### src/rtl/asq_pkg.sv
package asq_pkg;
    parameter int ADDR_W    = 24;
    parameter int COST_W    = 4;
    parameter int COST_FAST = 6;
    parameter int COST_SLOW = 8;
    parameter int COST_XSLOW = 12;
    parameter int COST_DMA  = 4;
    parameter int READ_TAIL = 4;

    localparam int BANK_LSB = ADDR_W - 8;
    localparam int PAGE_LSB = ADDR_W - 16;

    typedef logic [COST_W-1:0] cost_t;

    typedef enum logic [1:0] {
        PH_IDLE  = 2'd0,
        PH_SETUP = 2'd1,
        PH_DATA  = 2'd2
    } phase_t;

    typedef struct packed {
        cost_t total;
        cost_t setup;
        cost_t cost;
    } plan_t;

    // Cost of a CPU access from bank and page bytes.
    function automatic cost_t region_cost(logic [7:0] bank, logic [7:0] page, logic fast);
        cost_t sw;
        sw = fast ? cost_t'(COST_FAST) : cost_t'(COST_SLOW);
        if (bank[7:6] == 2'b01)      return cost_t'(COST_SLOW);
        if (bank[7:6] == 2'b11)      return sw;
        if (page < 8'h20)            return cost_t'(COST_SLOW);
        if (page < 8'h40)            return cost_t'(COST_FAST);
        if (page < 8'h42)            return cost_t'(COST_XSLOW);
        if (page < 8'h60)            return cost_t'(COST_FAST);
        if (page < 8'h80)            return cost_t'(COST_SLOW);
        if (!bank[7])                return cost_t'(COST_SLOW);
        return sw;
    endfunction
endpackage

### src/rtl/asq_decode.sv
module asq_decode
    import asq_pkg::*;
(
    input  logic [7:0] bank,
    input  logic [7:0] page,
    input  logic       fast_en,
    input  logic       is_dma,
    input  logic       is_write,
    output plan_t      plan
);
    cost_t c;

    always_comb begin
        c = is_dma ? cost_t'(COST_DMA) : region_cost(bank, page, fast_en);
        plan.cost  = c;
        plan.total = c >> 1;
        if (!is_write && !is_dma)
            plan.setup = (c - cost_t'(READ_TAIL)) >> 1;
        else
            plan.setup = c >> 1;
    end
endmodule

### src/rtl/asq_timer.sv
module asq_timer
    import asq_pkg::*;
(
    input  logic   clk,
    input  logic   rst,
    input  logic   req,
    input  plan_t  plan,
    output phase_t phase,
    output logic   xfer,
    output logic   done,
    output cost_t  speed
);
    phase_t phase_q;
    cost_t  cnt_q;
    plan_t  plan_q;

    always_ff @(posedge clk) begin
        if (rst) begin
            phase_q <= PH_IDLE;
            cnt_q   <= '0;
            plan_q  <= '0;
        end else begin
            case (phase_q)
                PH_IDLE: begin
                    if (req) begin
                        phase_q <= PH_SETUP;
                        cnt_q   <= cost_t'(1);
                        plan_q  <= plan;
                    end
                end
                default: begin
                    if (cnt_q == plan_q.total) begin
                        phase_q <= PH_IDLE;
                    end else begin
                        cnt_q   <= cnt_q + cost_t'(1);
                        phase_q <= (cnt_q >= plan_q.setup) ? PH_DATA : PH_SETUP;
                    end
                end
            endcase
        end
    end

    assign phase = phase_q;
    assign speed = plan_q.cost;
    assign xfer  = (phase_q == PH_SETUP) && (cnt_q == plan_q.setup);
    assign done  = (phase_q != PH_IDLE) && (cnt_q == plan_q.total);
endmodule

### src/rtl/access_speed_seq.sv
module access_speed_seq
    import asq_pkg::*;
(
    input  logic              clk,
    input  logic              rst,
    input  logic              req,
    input  logic              is_write,
    input  logic              is_dma,
    input  logic [ADDR_W-1:0] addr,
    input  logic              fast_en,
    output logic [1:0]        phase,
    output logic              xfer,
    output logic              done,
    output logic [COST_W-1:0] speed
);
    plan_t  plan;
    phase_t ph;

    asq_decode u_decode (
        .bank     (addr[BANK_LSB +: 8]),
        .page     (addr[PAGE_LSB +: 8]),
        .fast_en  (fast_en),
        .is_dma   (is_dma),
        .is_write (is_write),
        .plan     (plan)
    );

    asq_timer u_timer (
        .clk   (clk),
        .rst   (rst),
        .req   (req),
        .plan  (plan),
        .phase (ph),
        .xfer  (xfer),
        .done  (done),
        .speed (speed)
    );

    assign phase = ph;
endmodule

### config.mk
export PLATFORM = sky130hd
export DESIGN_NAME = access_speed_seq
export DESIGN_NICKNAME = d
export VERILOG_FILES = /design/src/rtl/asq_pkg.sv /design/src/rtl/asq_decode.sv /design/src/rtl/asq_timer.sv /design/src/rtl/access_speed_seq.sv
export SDC_FILE = /design/constraint.sdc
export NUM_CORES = 1
export LEC_CHECK = 0
export BUFFER_PORTS_ARGS = -buffer_cell sky130_fd_sc_hd__buf_2
export CAP_MARGIN = 0
export CORE_MARGIN = 1.5
export CORE_UTILIZATION = 42
export CTS_CLUSTER_SIZE = 28
export DETAILED_ROUTE_END_ITERATION = 12
export PLACE_DENSITY = 0.74
export REMOVE_ABC_BUFFERS = 1
export SLEW_MARGIN = 30
export SYNTH_ARGS = -nofsm -noshare
export SYNTH_HDL_FRONTEND = slang
export SYNTH_SLANG_ARGS = --single-unit
### constraint.sdc
create_clock -name clk -period 2.08 [get_ports clk]
set_clock_uncertainty 0.2 [all_clocks]
set_input_delay 0.312 -clock clk [delete_from_list [all_inputs] [get_ports clk]]
set_output_delay 0.312 -clock clk [all_outputs]
set_load 0.02 [all_outputs]
==> key figures, run 1 <==
Pwr
  – Net switching component of the power: 0.181 mW
  – Relative contribution of the clock network to total power: 25.6%
  – Leak Pwr: about 0.36 nW
  – Power Density: 700 mW/mm2
  – Maximum vdd drop: 0.000300 V
  – Cell-internal power: 0.375 mW
  – Power consumption: 0.556 mW
  – Proportion of total power due to net switching: roughly 33%
  – Combinational group share of total power: between 30% and 40%
  – Proportion of power drawn by flip-flops and latches: 44.0%

Global route
  – Via count of the first global-routing pass: 626
  – Total track usage: ~17%
  – Grt total ovfl: 0
  – Global-route wire length before repair: 2.40 mm
  – Maximum number of pins on one net before global-route repair: 11
  – Number of antenna violations at the first check in global routing: 0

Synth
  – Share of the yosys chip area belonging to registers: 32.7%
  – Area fraction in and, or, nand and nor cells after synthesis: 26.2%
  – Synth top area cells: sky130_fd_sc_hd__dfxtp_1 (33%), sky130_fd_sc_hd__ha_1 (7.4%), sky130_fd_sc_hd__nor2_1 (5.0%), sky130_fd_sc_hd__buf_4 (4.5%), sky130_fd_sc_hd__nand2b_1 (3.7%)
  – Cell taking the most area after synthesis: sky130_fd_sc_hd__dfxtp_1
  – Cell count after synthesis: 83
  – Parity-gate share of the synthesized area counting xor and xnor cells: under 10%
  – Netlist area before placement: 673 um2
  – Number of warning messages in the yosys log: 0
  – Average cell area after synthesis: 8.11 um2
  – Share of the synthesized area in the top cell type: 32.7%
  – Compound-Gate Fraction of Synth Area: 20.1%
  – Top FF cell, synth: sky130_fd_sc_hd__dfxtp_1
  – Post-synthesis register bit count: 11
  – Multiplexer fraction of the synthesized cell area: 0%
  – Number of flops mapped to enable cells by yosys: 0
  – Post-synthesis adder-cell area fraction: 7.43%
  – Share of flip-flops with an asynchronous set or reset after synthesis: 0%
  – Yosys cell types: 34
  – Main combinational cell family by area after synthesis: simple AND/OR/NAND/NOR gates

Final layout
  – Share of layout cells above drive strength 1: 25.5%
  – Relative area change from synthesis to final layout: 18.0%
  – Antenna cell count: 0
  – NumNets Final: 137
  – Post-Layout Cell Count: between 100 and 150

Clock network
  – Maximum number of buffers from clock root to sink: 2
  – Clock tree sinks: 11
  – TritonCTS clock tree: built
  – CTS H-Tree Depth: 1
  – CTS Buf Count: 3
  – Insertion delay of the later-clocked pin in the worst-skew pair: 0.26 ns
  – # resized after CTS: 1
  – # hold bufs at CTS: 0
  – Total setup buffers inserted after CTS: 0
  – Clock-pin slew on the worst setup and hold paths: around 0.070 ns
  – Cell at the root of the clock tree: sky130_fd_sc_hd__clkbuf_4

Setup path
  – Worst r2r path cells: 6
  – Startpoint types: flop
  – Required time of the critical path: 1.57 ns
  – WS Path Type: flop to output port
  – Crit path max fanout: 4
  – CP Capture Type: output port
  – Data arrival, critical path: 1.46 ns

Floorplan
  – Die Area: 0.00185 mm2
  – Standard-cell rows: 14
  – Starting density of the core: approximately 45%
  – Die span in x: 43.0 um
  – Std-Cell Core Area: between 0.0015 and 0.002 mm2
  – I/O pin count: 38
  – Die boundary height: 43.0 um

Routing
  – DRC viols: 0
  – Count of TritonRoute iterations in the first routing pass: 5
  – Routed via count divided by cell count: 5.45
  – WL met2: 698 um
  – Drt wl/cell: approximately 12 um
  – Met1 Wirelength: 597 um
  – Detailed-routed wire length on met3: 63 um
  – Number of DRC markers after the initial detailed-route iteration: 6
  – Total vias in the final route: 643
  – Drt total wl: 1.38 mm
  – Highest metal layer with signal wires: met4
  – Post-route antenna net violation count: 0

Hold path
  – Worst Hold Class: primary input to flop
  – Cells on Worst Hold Path: 2

Flow run
  – Number of max-cap violations: 0

Timing
  – Least setup slack across all paths after layout: 0.113 ns
  – Final worst-path cycle share: 94.6%
  – Setup Viol. Count Final: 0
  – Final Max Slew Viols: 0
  – Peak Freq: 508 MHz
  – Unrepaired setup endpoints after global routing: false
  – Post-route minimum period: 1.97 ns
  – Number of hold violations in the final report: 0
  – Setup_tns: 0 ns

Placement
  – Weighted congestion reported at the end of routability-driven placement: 0.842
  – Placed cell count: 114
  – DPL Wire Length: between 1 and 1.5 mm
  – Worst slack at placement: slightly above 0.2 ns
  – Port-buffer cells: 21

Status
  – Status: completed
-- synth_stat cells (all sizes together), types with 3 or more instances --
| cell | n |
|---|---|
| a21oi | 3 |
| o21ai | 3 |
| nor2 | 9 |
| nand2b | 4 |
| ha | 4 |
| nand2 | 3 |
| dfxtp | 11 |
| nor3 | 4 |
| a31oi | 3 |
| inv | 6 |
| buf | 5 |
-- power by group through the flow --
stage	sequential, mW	combinational, mW	clock (mW)
CTS	0.244	0.167	0.149
detailed placement	0.249	0.165	0
global route	0.248	0.190	0.162
finish	0.245	0.169	0.142
floorplan	0.257	0.104	0
global placement	0.249	0.162	0
-- layer usage --
layer	up-vias	global-route usage (%)
met3	2	2.55
met2	23	28.8
met1	289	19.9
li1	329	-
met4	0	12.7
met5	-	0
-- worst max-delay path: stages (launching register included) --
cell,delay (ns)
sky130_fd_sc_hd__dfxtp_2,0.35
sky130_fd_sc_hd__inv_1,0.06
sky130_fd_sc_hd__ha_1,0.29
sky130_fd_sc_hd__nor2b_4,0.16
sky130_fd_sc_hd__nand3_1,0.07
sky130_fd_sc_hd__nor2_1,0.10
sky130_fd_sc_hd__buf_2,0.16
-- kinds of logic after synthesis --
logic type,count (synthesis)
xor+xnor,3
simple gates,33
other cells,1
compound gates,19
buf+inv,12
flops,11
fa+ha+maj,4
-- state kept, by name (all words and copies together) (netlist names) --
signal	cells
u_timer.phase	2
u_timer.speed	2
u_timer.plan_q	3
u_timer.cnt_q	4
-- cell usage in the layout, fill, tap and decap left out, types with 2 or more instances in the layout --
cell                       netlist  final
sky130_fd_sc_hd__buf_2           1     21
sky130_fd_sc_hd__dfxtp_1        11     10
sky130_fd_sc_hd__nor2_1          9      9
sky130_fd_sc_hd__inv_1           6      6
sky130_fd_sc_hd__nand2b_1        4      4
sky130_fd_sc_hd__nor3_1          4      4
sky130_fd_sc_hd__ha_1            4      4
sky130_fd_sc_hd__nand2_1         3      3
sky130_fd_sc_hd__a31oi_1         3      3
sky130_fd_sc_hd__o21ai_0         3      3
sky130_fd_sc_hd__a21oi_1         3      3
sky130_fd_sc_hd__clkbuf_4        0      3
sky130_fd_sc_hd__xnor2_1         2      2
sky130_fd_sc_hd__nand3_1         2      2
sky130_fd_sc_hd__and2_1          2      2
sky130_fd_sc_hd__nor3b_1         2      2
sky130_fd_sc_hd__a211oi_1        2      2
sky130_fd_sc_hd__or3_1           2      2
-- final cells by class --
type                       instances  area [um2]
sequential                        11         221
inverter                           6        22.5
tap                               16        20.0
fill                             152         712
multi-input combinational         60         399
clock buffer                       4        26.3
timing repair buffer              21         105
-- final timing paths --
path | from | end | slack (ns)
worst max-delay path | u_timer.cnt_q[0] | done | 0.11
worst min register to register | u_timer.speed[3] | u_timer.speed[3] | 0.29
worst max register to register | u_timer.cnt_q[0] | u_timer.cnt_q[2] | 0.26
worst min-delay path | rst | u_timer.cnt_q[0] | 0.14
-- through the flow --
| step | hold slack [ns] | utilization (%) | cell area, um2 |
|---|---|---|---|
| 4_1_cts | 0.133 | 52.3 | 788 |
| 2_1_floorplan | 0.181 | - | 634 |
| 3_3_place_gp | 0.270 | 50.4 | 759 |
| 3_5_place_dp | 0.283 | 50.4 | 759 |
| 5_1_grt | 0.134 | 52.7 | 795 |
| 6_report | 0.138 | 52.7 | 795 |
Power figures use the tool's default switching activity.
==> run 2: changes to the inputs <==
ABC_AREA = 1   (was default)
CORE_UTILIZATION = 44   (was 42)
==> key figures, run 2 <==
Global route
  – Via count of the first global-routing pass: 705 (+13%)
  – Number of antenna violations at the first check in global routing: 0 (unchanged)
  – Grt total ovfl: 0 (unchanged)
  – Maximum number of pins on one net before global-route repair: 9 (-2)
  – Global-route wire length before repair: 2.79 mm (+16%)
  – Total track usage: 18.7% (+1.3 points)

Pwr
  – Maximum vdd drop: 0.000282 V (-5.9%)
  – Power Density: 650 mW/mm2 (-7.2%)
  – Leak Pwr: 0.487 nW (+34%)

Flow run
  – Number of max-cap violations: 0 (unchanged)

Floorplan
  – I/O pin count: 38 (unchanged)
  – Die Area: 0.00204 mm2 (+9.9%)
  – Die boundary height: 45.1 um (+4.9%)
  – Standard-cell rows: 15 (+1)
  – Std-Cell Core Area: 0.00169 mm2 (+12%)
  – Die span in x: 45.1 um (+4.9%)
  – Starting density of the core: 46.2% (+1.5 points)

Synth
  – Average cell area after synthesis: 6.56 um2 (-19%)
  – Share of the synthesized area in the top cell type: 28.2% (-4.5 points)
  – Netlist area before placement: 781 um2 (+16%)
  – Number of warning messages in the yosys log: 0 (unchanged)
  – Most instantiated cells after synthesis: sky130_fd_sc_hd__nand2_1 (32), sky130_fd_sc_hd__inv_1 (15), sky130_fd_sc_hd__nand3_1 (13), sky130_fd_sc_hd__nor2_1 (13), sky130_fd_sc_hd__dfxtp_1 (11)
  – Cell taking the most area after synthesis: sky130_fd_sc_hd__dfxtp_1
  – Share of flip-flops with an asynchronous set or reset after synthesis: 0% (unchanged)
  – Top FF cell, synth: sky130_fd_sc_hd__dfxtp_1
  – Synth top area cells: sky130_fd_sc_hd__dfxtp_1 (28%), sky130_fd_sc_hd__nand2_1 (15%), sky130_fd_sc_hd__nand3_1 (8.3%), sky130_fd_sc_hd__inv_1 (7.2%), sky130_fd_sc_hd__ha_1 (6.4%)
  – Number of flops mapped to enable cells by yosys: 0 (unchanged)
  – Yosys cell types: 23 (-32%)
  – Share of the yosys chip area belonging to registers: 28.2% (-4.5 points)
  – Post-synthesis register bit count: 11 (unchanged)
  – Cell count after synthesis: 119 (+43%)
  – Most numerous cell in the Yosys netlist: sky130_fd_sc_hd__nand2_1

Timing
  – Setup Viol. Count Final: 0 (unchanged)
  – Peak Freq: 499 MHz (-1.7%)
  – Setup_tns: 0 ns (unchanged)
  – Unrepaired setup endpoints after global routing: false
  – Number of hold violations in the final report: 0 (unchanged)
  – Worst Hold Margin: 0.100 ns (-0.0377 ns)
  – Final worst-path cycle share: 96.3% (+1.7 points)
  – Post-route minimum period: 2.00 ns (+0.0349 ns)
  – Least setup slack across all paths after layout: 0.0779 ns (-0.0349 ns)
  – Final Max Slew Viols: 0 (unchanged)

Final layout
  – Top flop regs: u_timer.cnt_q x4, u_timer.plan_q x3
  – Share of layout cells above drive strength 1: 27.7% (+2.2 points)
  – Relative area change from synthesis to final layout: 17.8%
  – Final design instance area without fill: 920 um2 (+16%)
  – Most common library cell in the layout ignoring fill and taps: sky130_fd_sc_hd__nand2_1
  – Antenna cell count: 0 (unchanged)
  – NumNets Final: 176 (+28%)
  – Fill cells: 186 (+22%)
  – Highest-count cells in the layout ignoring fill and taps: sky130_fd_sc_hd__nand2_1 (32), sky130_fd_sc_hd__buf_2 (20), sky130_fd_sc_hd__inv_1 (15), sky130_fd_sc_hd__nor2_1 (13), sky130_fd_sc_hd__nand3_1 (13)
  – Register bank with the most flops: u_timer.cnt_q
  – Number of flip-flops under the largest register name: 4 (unchanged)

Routing
  – Total vias in the final route: 792 (+23%)
  – Post-route antenna net violation count: 0 (unchanged)
  – DRC viols: 0 (unchanged)
  – Drt total wl: 1.65 mm (+19%)
  – Count of TritonRoute iterations in the first routing pass: 4 (-1)
  – Number of DRC markers after the initial detailed-route iteration: 9 (+3)
  – Drt wl/cell: 10.4 um (-11%)
  – Routed via count divided by cell count: 5.01 (-8.0%)

Clock network
  – Cell at the root of the clock tree: sky130_fd_sc_hd__clkbuf_4
  – Clock-pin slew on the worst setup and hold paths: 0.08 ns (about the same)
  – CTS H-Tree Depth: 1 (unchanged)
  – Clock tree sinks: 11 (unchanged)
  – TritonCTS clock tree: built
  – Insertion delay of the later-clocked pin in the worst-skew pair: 0.28 ns (+0.02 ns)
  – CTS Buf Count: 3 (unchanged)
  – Maximum number of buffers from clock root to sink: 2 (unchanged)

Hold path
  – Cells on Worst Hold Path: 2 (unchanged)
  – Hold Crit Endpoint: u_timer.cnt_q[3]
  – Worst Hold Class: primary input to flop
  – Source of the worst hold timing path: rst

Setup path
  – Data arrival, critical path: 1.49 ns (+0.03 ns)
  – WS Path Type: flop to output port
  – Startpoint types: flop
  – CP Capture Type: output port
  – Crit path max fanout: 6 (+2)
  – Worst reg2reg setup slack: 0.31 ns (+0.05 ns)
  – FF-to-FF End: u_timer.cnt_q[0]
  – Required time of the critical path: 1.57 ns (about the same)
  – Launching point of the worst reg2reg path: u_timer.cnt_q[0]
  – Worst r2r path cells: 10 (+4)

Placement
  – DPL Wire Length: 1.30 mm (+14%)
  – Worst slack at placement: 0.255 ns (+0.0515 ns)
  – Port-buffer cells: 21 (unchanged)
  – Weighted congestion reported at the end of routability-driven placement: 0.804 (-4.5%)
  – Total cell area at the placement stage: 873 um2 (+15%)

Status
  – Status: completed
-- run 2: cell types whose count changed in the layout (fill, tap and decap cells not counted), sizes merged, moves of 6 or more --
| cell | before | now |
|---|---|---|
| nand3 | 2 | 14 |
| nor2 | 9 | 16 |
| a21oi | 3 | 9 |
| inv | 6 | 16 |
| nand2 | 3 | 35 |
-- run 2: final cells by class --
type	count	area, um2	share of cell area [%]
well taps	17	21.3	2.31
repair buffers	23	123	13.3
inverters	16	60.1	6.53
clock buffers	4	26.3	2.86
flip-flops and latches	11	223	24.2
multi-input cells	87	467	50.7
-- run 2: per-layer routing --
layer	vias up	track usage [%]	share of wire, %
met3	3	2.40	3.3
li1	416	-	-
met1	353	19.9	43
met2	20	35.4	52
met5	-	0	0
met4	0	8.82	1.8
-- run 2: worst max path at each step --
stage,to,from,slack [ns],cells after the start
2_1_floorplan,xfer,u_timer.plan_q[4],0.25,3
3_3_place_gp,done,u_timer.cnt_q[0],0.29,7
3_5_place_dp,done,u_timer.cnt_q[0],0.26,7
4_1_cts,done,u_timer.cnt_q[0],0.05,7
5_1_grt,done,u_timer.cnt_q[0],0.002,7
6_report,xfer,u_timer.cnt_q[1],0.08,4
-- run 2: power by group --
group | internal (mW) | leakage (nW) | switching [mW]
Combinational | 0.0782 | 0.381 | 0.128
Sequential | 0.227 | 0.0907 | 0.0123
Clock | 0.0744 | 0.0150 | 0.0774
Total | 0.380 | 0.487 | 0.217
-- run 2: cells by family (layout without fill, tap and decap cells) --
group / count (synthesis) / after routing / share of synthesized area [%]
AND/OR/NAND/NOR: 67 / 67 / 40.4
buffers and inverters: 21 / 43 / 12.0
AO/OA/AOI/OAI: 13 / 13 / 10.3
flip-flops: 11 / 11 / 28.2
adder cells (fa/ha/maj): 4 / 4 / 6.41
XOR/XNOR: 2 / 2 / 2.24
other: 1 / 1 / 0.480
-- run 2: critical path: stages, from the launching register on --
cell	delay, ns
sky130_fd_sc_hd__dfxtp_1	0.38
sky130_fd_sc_hd__ha_1	0.32
sky130_fd_sc_hd__nand4_1	0.13
sky130_fd_sc_hd__nor3b_1	0.19
sky130_fd_sc_hd__buf_2	0.19
-- run 2: stage by stage --
| step | utilization, % | instances | power [mW] |
|---|---|---|---|
| 4_1_cts | 53.9 | 157 | 0.594 |
| 2_1_floorplan | - | 114 | 0.378 |
| 5_1_grt | 54.4 | 158 | 0.634 |
| 3_5_place_dp | 51.7 | 152 | 0.435 |
| 6_report | 54.4 | 158 | 0.597 |
| 3_3_place_gp | 51.7 | 152 | 0.429 |
-- run 2: what timing repair did --
| item | in CTS | in global routing |
|---|---|---|
| endpoints found under the setup margin | 1 | 2 |
| pin swaps | 0 | 0 |
| hold buffers | 0 | 0 |
| setup buffers | 1 | 1 |
| gates resized for setup | 2 | 1 |
==> run 3: changes to the inputs <==
PLACE_DENSITY = 0.87   (was 0.74)
==> key figures, run 3 (same netlist as run 2, synthesis figures left out) <==
Status
  – Status: finished, violations left
  – Failing checks: design-rule violations

Timing
  – Post-route minimum period: 1.98 ns (-0.0267 ns)
  – Number of hold violations in the final report: 0 (unchanged)
  – Peak Freq: 506 MHz (+1.4%)
  – Setup_tns: 0 ns (unchanged)
  – Setup Viol. Count Final: 0 (unchanged)
  – Least setup slack across all paths after layout: 0.105 ns (+0.0267 ns)
  – Final Max Slew Viols: 0 (unchanged)
  – Final worst-path cycle share: 95.0% (-1.3 points)

Hold path
  – Cells on Worst Hold Path: 2 (unchanged)
  – Worst Hold Class: primary input to flop
  – Source of the worst hold timing path: rst
  – Hold Crit Endpoint: u_timer.cnt_q[3]

Clock network
  – Insertion delay of the later-clocked pin in the worst-skew pair: 0.27 ns (about the same)
  – CTS Buf Count: 3 (unchanged)
  – TritonCTS clock tree: built
  – CTS H-Tree Depth: 1 (unchanged)
  – Maximum number of buffers from clock root to sink: 2 (unchanged)
  – Clock tree sinks: 11 (unchanged)
  – Clock-pin slew on the worst setup and hold paths: 0.07 ns (about the same)
  – Cell at the root of the clock tree: sky130_fd_sc_hd__clkbuf_4

Pwr
  – Cell-internal power: 0.384 mW (+1.0%)
  – Proportion of power drawn by flip-flops and latches: 40.1% (about the same)
  – Combinational group share of total power: 35.3% (+0.8 points)
  – Net switching component of the power: 0.215 mW (-1.0%)
  – Maximum vdd drop: 0.000242 V (-14%)
  – Relative contribution of the clock network to total power: 24.6% (-0.8 points)
  – Proportion of total power due to net switching: 35.9% (-0.46 points)
  – Power Density: 631 mW/mm2 (-2.9%)
  – Leak Pwr: 0.489 nW (+0.52%)
  – Power consumption: 0.599 mW (+0.28%)

Global route
  – Via count of the first global-routing pass: 722 (+2.4%)
  – Grt total ovfl: 0 (unchanged)
  – GR Util met1: 18.4% (-1.5 points)
  – Met3 Usage GRT: 2.40% (unchanged)
  – Total track usage: 18.0% (-0.66 points)
  – Number of antenna violations at the first check in global routing: 0 (unchanged)
  – Busiest layer in global routing: met2
  – Global routing met2 resource utilization: 34.3% (-1.1 points)
  – Global-route wire length before repair: 2.71 mm (-3.0%)
  – Maximum number of pins on one net before global-route repair: 9 (unchanged)

Routing
  – Drt total wl: 1.64 mm (-0.36%)
  – DRC viols: 1 (+1)
  – Drt wl/cell: 10.4 um (-0.36%)
  – Number of DRC markers after the initial detailed-route iteration: 6 (-3)
  – Routed via count divided by cell count: 5.09 (+1.5%)
  – Count of TritonRoute iterations in the first routing pass: 10 (+6)
  – Total vias in the final route: 804 (+1.5%)
  – Post-route antenna net violation count: 0 (unchanged)

Setup path
  – Launching point of the worst reg2reg path: u_timer.cnt_q[0]
  – Startpoint types: flop
  – WS Path Type: flop to output port
  – Worst reg2reg setup slack: 0.34 ns (+0.03 ns)
  – Required time of the critical path: 1.57 ns (about the same)
  – Crit path max fanout: 3 (-3)
  – FF-to-FF End: u_timer.cnt_q[0]
  – Delay of the slowest cell on the worst path: 0.33 ns (-0.05 ns)
  – Cells along the critical path: inv_1 -> ha_4 -> nand2_1 -> nor2_2 -> nand3_2 -> nor2_1 -> buf_4
  – Data arrival, critical path: 1.46 ns (-0.03 ns)
  – CP Capture Type: output port
  – Cell at the slowest stage of the critical path: sky130_fd_sc_hd__dfxtp_2
  – Worst r2r path cells: 10 (unchanged)

Final layout
  – Number of flip-flops under the largest register name: 4 (unchanged)
  – Register bank with the most flops: u_timer.cnt_q
  – Final design instance area without fill: 950 um2 (+3.3%)
  – Area of the multi-input gates: 497 um2 (+6.4%)
  – Highest-count cells in the layout ignoring fill and taps: sky130_fd_sc_hd__nand2_1 (32), sky130_fd_sc_hd__buf_2 (20), sky130_fd_sc_hd__inv_1 (15), sky130_fd_sc_hd__nor2_1 (13), sky130_fd_sc_hd__nand3_1 (13)
  – Top flop regs: u_timer.cnt_q x4, u_timer.plan_q x3
  – Share of layout cells above drive strength 1: 29.8% (+2.1 points)
  – Core Util, Final: 56.2% (+1.8 points)
  – NumNets Final: 176 (unchanged)
  – Relative area change from synthesis to final layout: 21.6%
  – Most common library cell in the layout ignoring fill and taps: sky130_fd_sc_hd__nand2_1
  – Reg area: 223 um2 (unchanged)
  – Fill cells: 162 (-13%)
  – Antenna cell count: 0 (unchanged)

Placement
  – Worst slack at placement: 0.279 ns (+0.0235 ns)
  – Total cell area at the placement stage: 873 um2 (unchanged)
  – DPL Wire Length: 1.31 mm (+0.80%)
  – Port-buffer cells: 21 (unchanged)
  – Weighted congestion reported at the end of routability-driven placement: 0.797 (-0.83%)

Floorplan
  – Starting density of the core: 46.2% (unchanged)
  – I/O pin count: 38 (unchanged)
  – Die boundary height: 45.1 um (unchanged)
  – Die Area: 0.00204 mm2 (unchanged)
  – Die span in x: 45.1 um (unchanged)
  – Std-Cell Core Area: 0.00169 mm2 (unchanged)
  – Standard-cell rows: 15 (unchanged)

Flow run
  – Number of max-cap violations: 0 (unchanged)
[run 3: cell counts in the layout (fill, tap and decap cells not counted)]
No cell type changed its count.
[run 3: routing by layer]
layer | share of wire (%) | wire length (um)
met1 | 42 | 689
met3 | 3.6 | 60
met4 | 2.1 | 34
met5 | 0 | 0
met2 | 52 | 860
[run 3: timing repair]
item	in CTS	in global routing
gates resized for setup	1	5
setup buffers	0	2
endpoints found under the hold margin	0	0
pin swaps	0	1
setup endpoints to repair	1	2
hold buffers	0	0
[run 3: power by group through the flow]
stage | clock network, mW | registers [mW] | logic, mW
global route | 0.162 | 0.242 | 0.236
floorplan | 0 | 0.253 | 0.125
global placement | 0 | 0.244 | 0.182
detailed placement | 0 | 0.245 | 0.190
finish | 0.147 | 0.240 | 0.211
CTS | 0.152 | 0.240 | 0.191
[run 3: how the worst max path moves through the flow]
stage | end | cells past startpoint | slack (ns) | from
global placement | done | 7 | 0.31 | u_timer.cnt_q[0]
global route | done | 7 | -0.01 | u_timer.cnt_q[0]
CTS | done | 7 | 0.02 | u_timer.cnt_q[0]
finish | done | 7 | 0.10 | u_timer.cnt_q[0]
detailed placement | done | 7 | 0.28 | u_timer.cnt_q[0]
floorplan | xfer | 3 | 0.25 | u_timer.plan_q[4]
[run 3: worst max-delay path: cells and delay by family (launching register included)]
family / cells / cell delay (ns)
flip-flops: 1 / 0.33
buffers and inverters: 2 / 0.23
adder cells (fa/ha/maj): 1 / 0.28
AND/OR/NAND/NOR: 4 / 0.35
[run 3: per-stage QoR]
stage / std cells / hold slack, ns
3_5_place_dp: 152 / 0.243
5_1_grt: 158 / 0.102
2_1_floorplan: 114 / 0.181
3_3_place_gp: 152 / 0.240
6_report: 158 / 0.106
4_1_cts: 156 / 0.0984
[run 3: area by class of cell]
type / count / share of cell area (%)
multi-input combinational: 87 / 52.3
sequential: 11 / 23.5
timing repair buffer: 23 / 12.9
inverter: 16 / 6.32
clock buffer: 4 / 2.77
tap: 17 / 2.24
